===== config.mk =====
export PLATFORM = sky130hd
export DESIGN_NAME = wti_snoop_ctl
export DESIGN_NICKNAME = d
export VERILOG_FILES = /design/src/rtl/wtsi_pkg.sv /design/src/rtl/wtsi_tag_store.sv /design/src/rtl/wtsi_ctrl.sv /design/src/rtl/wti_snoop_ctl.sv
export SDC_FILE = /design/constraint.sdc
export NUM_CORES = 1
export LEC_CHECK = 0
export BUFFER_PORTS_ARGS = -buffer_cell sky130_fd_sc_hd__clkbuf_2
export CAP_MARGIN = 0
export CELL_PAD_IN_SITES_DETAIL_PLACEMENT = 0
export CELL_PAD_IN_SITES_GLOBAL_PLACEMENT = 1
export CORE_ASPECT_RATIO = 0.8
export CORE_MARGIN = 4
export CORE_UTILIZATION = 30
export DETAILED_ROUTE_END_ITERATION = 8
export PLACE_DENSITY_LB_ADDON = 0.1
export SLEW_MARGIN = 20
export SYNTH_ARGS = -nofsm -noshare
export SYNTH_HDL_FRONTEND = slang
export SYNTH_HIERARCHICAL = 1
export SYNTH_SLANG_ARGS = --single-unit

===== constraint.sdc =====
create_clock -name clk -period 2 [get_ports clk]
set_input_delay 0.1 -clock clk [delete_from_list [all_inputs] [get_ports clk]]
set_output_delay 0.1 -clock clk [all_outputs]
set_load 0.005 [all_outputs]

===== src/rtl/wtsi_pkg.sv =====
package wtsi_pkg;
   typedef enum logic [1:0] {
      ST_IDLE = 2'd0,
      ST_BUS  = 2'd1,
      ST_RESP = 2'd2
   } ctl_state_e;

   localparam logic OP_RD = 1'b0;
   localparam logic OP_WR = 1'b1;
endpackage


===== src/rtl/wtsi_tag_store.sv =====
module wtsi_tag_store #(
   parameter int ADDR_W = 8,
   parameter int IDX_W  = 3
) (
   input  logic              clk,
   input  logic              rst_n,
   input  logic [ADDR_W-1:0] lk_addr,
   output logic              lk_hit,
   input  logic              fill_en,
   input  logic [ADDR_W-1:0] fill_addr,
   input  logic              snp_valid,
   input  logic              snp_wr,
   input  logic [ADDR_W-1:0] snp_addr,
   output logic              snp_kill
);
   localparam int LINES = 1 << IDX_W;
   localparam int TAG_W = ADDR_W - IDX_W;

   logic             valid_q [LINES];
   logic [TAG_W-1:0] tag_q   [LINES];
   logic [LINES-1:0] valid_vec;

   logic [IDX_W-1:0] lk_idx, fill_idx, snp_idx;
   logic [TAG_W-1:0] lk_tag, fill_tag, snp_tag;

   assign lk_idx   = lk_addr[IDX_W-1:0];
   assign lk_tag   = lk_addr[ADDR_W-1:IDX_W];
   assign fill_idx = fill_addr[IDX_W-1:0];
   assign fill_tag = fill_addr[ADDR_W-1:IDX_W];
   assign snp_idx  = snp_addr[IDX_W-1:0];
   assign snp_tag  = snp_addr[ADDR_W-1:IDX_W];

   assign lk_hit   = valid_q[lk_idx] && (tag_q[lk_idx] == lk_tag);
   assign snp_kill = snp_valid && snp_wr && valid_q[snp_idx] && (tag_q[snp_idx] == snp_tag);

   generate
      for (genvar i = 0; i < LINES; i++) begin : g_line
         logic kill_here, fill_here;
         assign kill_here = snp_kill && (snp_idx == IDX_W'(i));
         assign fill_here = fill_en && (fill_idx == IDX_W'(i));
         always_ff @(posedge clk) begin
            if (!rst_n) begin
               valid_q[i] <= 1'b0;
               tag_q[i]   <= '0;
            end else if (kill_here) begin
               valid_q[i] <= 1'b0;
            end else if (fill_here) begin
               valid_q[i] <= 1'b1;
               tag_q[i]   <= fill_tag;
            end
         end
      end
   endgenerate

   always_comb begin
      for (int k = 0; k < LINES; k++) valid_vec[k] = valid_q[k];
   end

   // a matching snooped write leaves the line invalid
   a_r6_snoop_clears: assert property (@(posedge clk) disable iff (!rst_n)
      snp_kill |=> !valid_vec[$past(snp_idx)]);

   // a read fill leaves its line valid
   a_r3_fill_sets: assert property (@(posedge clk) disable iff (!rst_n)
      (fill_en && !snp_kill) |=> valid_vec[$past(fill_idx)]);

   // a snooped read never changes any valid bit
   a_r7_read_snoop_quiet: assert property (@(posedge clk) disable iff (!rst_n)
      (snp_valid && !snp_wr && !fill_en) |=> $stable(valid_vec));
endmodule


===== src/rtl/wtsi_ctrl.sv =====
module wtsi_ctrl
   import wtsi_pkg::*;
#(
   parameter int ADDR_W = 8
) (
   input  logic              clk,
   input  logic              rst_n,
   input  logic              cpu_req,
   input  logic              cpu_wr,
   input  logic [ADDR_W-1:0] cpu_addr,
   output logic              cpu_done,
   output logic              cpu_hit,
   input  logic              lk_hit,
   input  logic              snp_valid,
   output logic              bus_req,
   input  logic              bus_gnt,
   output logic              bus_issue,
   output logic              bus_op,
   output logic [ADDR_W-1:0] bus_addr,
   output logic              fill_en,
   output logic [ADDR_W-1:0] fill_addr
);
   ctl_state_e        state_q;
   logic [ADDR_W-1:0] addr_q;
   logic              wr_q;
   logic              hit_q;
   logic              accept;

   // snoop compare has priority over a new processor lookup
   assign accept    = (state_q == ST_IDLE) && cpu_req && !snp_valid;

   assign bus_req   = (state_q == ST_BUS);
   assign bus_issue = bus_req && bus_gnt;
   assign bus_op    = wr_q ? OP_WR : OP_RD;
   assign bus_addr  = addr_q;
   assign fill_en   = bus_issue && !wr_q;
   assign fill_addr = addr_q;
   assign cpu_done  = (state_q == ST_RESP);
   assign cpu_hit   = hit_q;

   always_ff @(posedge clk) begin
      if (!rst_n) begin
         state_q <= ST_IDLE;
         addr_q  <= '0;
         wr_q    <= 1'b0;
         hit_q   <= 1'b0;
      end else begin
         unique case (state_q)
            ST_IDLE: if (accept) begin
               addr_q <= cpu_addr;
               wr_q   <= cpu_wr;
               if (!cpu_wr && lk_hit) begin
                  hit_q   <= 1'b1;
                  state_q <= ST_RESP;
               end else begin
                  hit_q   <= 1'b0;
                  state_q <= ST_BUS;
               end
            end
            ST_BUS:  if (bus_gnt) state_q <= ST_RESP;
            ST_RESP: state_q <= ST_IDLE;
            default: state_q <= ST_IDLE;
         endcase
      end
   end

   // the request is held until granted
   a_r8_req_hold: assert property (@(posedge clk) disable iff (!rst_n)
      (bus_req && !bus_gnt) |=> bus_req);

   // a local hit completes without having used the bus
   a_r2_hit_no_bus: assert property (@(posedge clk) disable iff (!rst_n)
      (cpu_done && cpu_hit) |-> !$past(bus_req));

   // an accepted write always goes to the bus
   a_r4_write_to_bus: assert property (@(posedge clk) disable iff (!rst_n)
      (accept && cpu_wr) |=> bus_req);

   // no request is taken while a snoop is present
   a_r9_snoop_first: assert property (@(posedge clk) disable iff (!rst_n)
      (state_q == ST_IDLE && snp_valid) |=> (!cpu_done && !bus_req));
endmodule


===== src/rtl/wti_snoop_ctl.sv =====
module wti_snoop_ctl #(
   parameter int ADDR_W = 8,
   parameter int IDX_W  = 3
) (
   input  logic              clk,
   input  logic              rst_n,
   input  logic              cpu_req,
   input  logic              cpu_wr,
   input  logic [ADDR_W-1:0] cpu_addr,
   output logic              cpu_done,
   output logic              cpu_hit,
   output logic              bus_req,
   input  logic              bus_gnt,
   output logic              bus_issue,
   output logic              bus_op,
   output logic [ADDR_W-1:0] bus_addr,
   input  logic              snoop_valid,
   input  logic              snoop_wr,
   input  logic [ADDR_W-1:0] snoop_addr
);
   generate
      if (IDX_W < 1 || IDX_W >= ADDR_W) begin : g_bad_index
         $error("wti_snoop_ctl: IDX_W must lie in 1..ADDR_W-1");
      end
      if (IDX_W > 10) begin : g_bad_depth
         $error("wti_snoop_ctl: tag array too deep");
      end
   endgenerate

   logic              lk_hit, snp_kill, fill_en;
   logic [ADDR_W-1:0] fill_addr;

   wtsi_ctrl #(.ADDR_W(ADDR_W)) u_ctrl (
      .clk      (clk),
      .rst_n    (rst_n),
      .cpu_req  (cpu_req),
      .cpu_wr   (cpu_wr),
      .cpu_addr (cpu_addr),
      .cpu_done (cpu_done),
      .cpu_hit  (cpu_hit),
      .lk_hit   (lk_hit),
      .snp_valid(snoop_valid),
      .bus_req  (bus_req),
      .bus_gnt  (bus_gnt),
      .bus_issue(bus_issue),
      .bus_op   (bus_op),
      .bus_addr (bus_addr),
      .fill_en  (fill_en),
      .fill_addr(fill_addr)
   );

   wtsi_tag_store #(.ADDR_W(ADDR_W), .IDX_W(IDX_W)) u_tags (
      .clk      (clk),
      .rst_n    (rst_n),
      .lk_addr  (cpu_addr),
      .lk_hit   (lk_hit),
      .fill_en  (fill_en),
      .fill_addr(fill_addr),
      .snp_valid(snoop_valid),
      .snp_wr   (snoop_wr),
      .snp_addr (snoop_addr),
      .snp_kill (snp_kill)
   );

   // a killing snoop never coincides with an own issue on the atomic bus
   a_r6_bus_atomic: assert property (@(posedge clk) disable iff (!rst_n)
      snp_kill |-> !bus_issue);
endmodule


==> metrics.cfg <==
[synthesis]
yosys.area_share.xor_xnor_pct=1.82
ys_types=55
synth_top_family_by_area=simple AND/OR/NAND/NOR gates
yosys.area_share.simple_pct=16.7
ys_seq_area_share_pct=43.3
syn_area_um2=3860
synthAdderAreaFrac_pct=0
ys_warn_count=6
synth_compound_area_share_pct=13.9
ys_async_sr_fraction_pct=0
synth-seq-cells=60
avgSynthCellArea_um2=10.1
synth_edf_count=47
syn-num-nets=404
synth_cells=381
synth_flop_cell=edfxtp_1
synth_mux_area_share_pct=16.4

[worst_setup_path]
path_cells=mux2i_1, a221oi_2, mux2_4, a21oi_4, nand4_1, buf_6, buf_6, o21ai_0
r2r_setup_slack_ns=-0.26
slowest_stage=edfxtp_1
cp_slowest_stage_delay_ns=0.43
end_kind=flip-flop
worstSetupPathType=flip-flop to flip-flop
cp_common_cell=buf_6
critical_path_buf_inv_count=2
crit_fanout=4
arrival_ns=2.28
crit_family=compound AO/OA/AOI/OAI gates
cp.required_ns=2.03
critPathLaunchType=flip-flop

[timing]
min_period_over_period_pct=113
final.setup.tns_ns=-19.39
max_slew.worst_pin.slew_ns=0.631
min_period_ns=2.26
hold_viol=0
setup-violations-final=98
holdWs_ns=0.0214
grt_setup_unrepaired=yes
max_slew_margin_pct=57.9
finClkSkew_ns=0.00710
setup_ws_ns=-0.257
max_freq_mhz=443
finalMaxSlewViolations=0

[placed_design]
io_buffer_count=35
gp_congestion=0.804
placedCellCount=609
dp_slack_ns=-0.522
placed_cell_area_um2=4610
hpwl_um=10300

[grt]
grt_pass1_wl_um=20700
track_usage_pct=19.4
antenna_found_initial=0
overflow=0
grt_pass1_vias=3306
grt_max_degree=25

[layout]
fin_area_um2=5210
diodes=0
syn_to_final_growth_pct=35.1
stdcell_count=626
multi_input_area_um2=2200
n_fill_cell=1196
final_nets=473
ff_latch_area_um2=1670
layout-drive-gt1-share_pct=40.7

[routing]
drc=0
dr.first_iter.drc_count=215
viasPerCell=5.31
totalWireLength_um=13800
num_vias=3326
ant_nets=0
avgRoutedWirePerCell_um=22.0
dr.pass1.iters=4

[cts]
cts_buffers=9
clk_latency_ns=0.33
tritoncts=built
path_clk_slew_ns=0.06
clock_sink_count=60
cts_root_buffer=clkbuf_16
htreeDepth=3
cts.path.max_buffers=2

[floorplan]
initial_utilization_pct=31.2
num_rows=36
die_w_um=135
fp.dieH_um=109
dieArea_um2=14800
io_pins=36
core_um2=12400

[power_and_ir_drop]
peakVddDrop_mv=0.425
power_density_nw_per_um2=660
p_leak_nw=1.96

[outcome]
status=finished with violations
violations=setup timing

[run]
drv_cap=0

[hold_path]
hold_path_class=primary input to flip-flop

worst reg2reg max path, stage by stage, from the launching register on:
cell and delay (ns):
edfxtp_1 0.43, mux2i_1 0.12, a221oi_2 0.32, mux2_4 0.35, a21oi_4 0.15, nand4_1 0.13
buf_6 0.17, buf_6 0.13, o21ai_0 0.17
cell type report:
class	instances	share of cell area, %
clock buffers	14	5.06
clock inverters	2	0.192
inverters	4	0.432
multi-input cells	270	42.2
flip-flops and latches	60	32.1
well taps	171	4.10
repair buffers	105	16.0
state kept, by name (all words and copies together), names as in the netlist:
signal           cells
u_tags/tag_q        40
u_ctrl/bus_addr      8
u_tags/valid_q       8
u_ctrl/state_q       2
u_ctrl/cpu_hit       1
u_ctrl/wr_q          1
where the power goes:
group	total [W]	internal, W	switching, W
sequential	0.00145	0.00139	0.0000637
combinational	0.000537	0.000240	0.000297
clock	0.00145	0.000903	0.000548
cells in the mapped netlist, types with 2 or more instances:
| library cell | count | area [µm²] |
|---|---|---|
| a21oi_1 | 59 | 295 |
| a31oi_1 | 5 | 31.3 |
| nand3b_1 | 2 | 15.0 |
| a41oi_1 | 3 | 26.3 |
| nor2b_1 | 6 | 37.5 |
| buf_2 | 5 | 25.0 |
| buf_1 | 7 | 26.3 |
| nor3_1 | 4 | 20.0 |
| nand3_1 | 43 | 215 |
| mux2i_1 | 35 | 350 |
| edfxtp_1 | 47 | 1410 |
| inv_1 | 2 | 7.51 |
| clkbuf_1 | 17 | 63.8 |
| o31ai_1 | 5 | 37.5 |
| dfxtp_1 | 13 | 260 |
| o21ai_0 | 3 | 15.0 |
| buf_6 | 7 | 78.8 |
| mux4_2 | 12 | 270 |
| nand4_1 | 3 | 18.8 |
| nor2_1 | 9 | 33.8 |
| and2_1 | 5 | 31.3 |
| a22oi_1 | 7 | 52.6 |
| xor2_1 | 6 | 52.6 |
| and3b_1 | 2 | 17.5 |
| xnor2_1 | 2 | 17.5 |
| buf_4 | 10 | 75.1 |
| nand2_1 | 34 | 128 |
routing by layer:
metal | GRT usage [%] | routed length, µm
met4 | 4.43 | 154
met1 | 29.5 | 6750
met3 | 4.76 | 1080
met2 | 27.4 | 5820
met5 | 0 | 0
kinds of logic after synthesis:
logic type                count (synthesis)
AOI/OAI and AO/OA                        91
DFF                                      60
xor gates and xnor gates                  8
buffers and inverters                    51
muxes                                    48
and+or+nand+nor                         123
final timing paths:
kind         depth (start not counted)                           to                             start
max reg2reg                          8  u_tags/valid_q[2]$_DFFE_PP_  u_tags/tag_q[2][0]$_SDFFCE_PN0P_
max                                  8  u_tags/valid_q[2]$_DFFE_PP_  u_tags/tag_q[2][0]$_SDFFCE_PN0P_
min reg2reg                          2  u_ctrl/cpu_hit$_SDFFE_PN0P_       u_ctrl/cpu_hit$_SDFFE_PN0P_
min                                  3     u_ctrl/wr_q$_SDFFE_PN0P_                            cpu_wr
metrics by stage:
stage	total power [W]	utilization (%)
finish	0.00344	42.1
floorplan	0.00174	-
global placement	0.00198	37.3
global route	0.00356	42.1
detailed placement	0.00197	37.3
CTS	0.00345	41.2
placed cells by master (no fill, tap or decap), types with 5 or more instances in the layout:
cell / n
a21oi_1: 27
a21oi_2: 28
a22oi_1: 7
and2_1: 5
buf_12: 5
buf_4: 52
buf_6: 10
clkbuf_16: 10
clkbuf_2: 35
dfxtp_1: 13
edfxtp_1: 47
mux2i_1: 34
mux4_2: 12
nand2_1: 34
nand3_1: 42
nor2_1: 9
nor2b_1: 6
xor2_1: 6
timing repair:
action,in CTS,in global routing
pin swaps,22,13
resized for setup,45,22
setup endpoints to repair,98,98
gates cloned,0,1
buffers inserted,2,0
hold buffers,0,0
No activity file was read; power rests on OpenSTA's default activity.
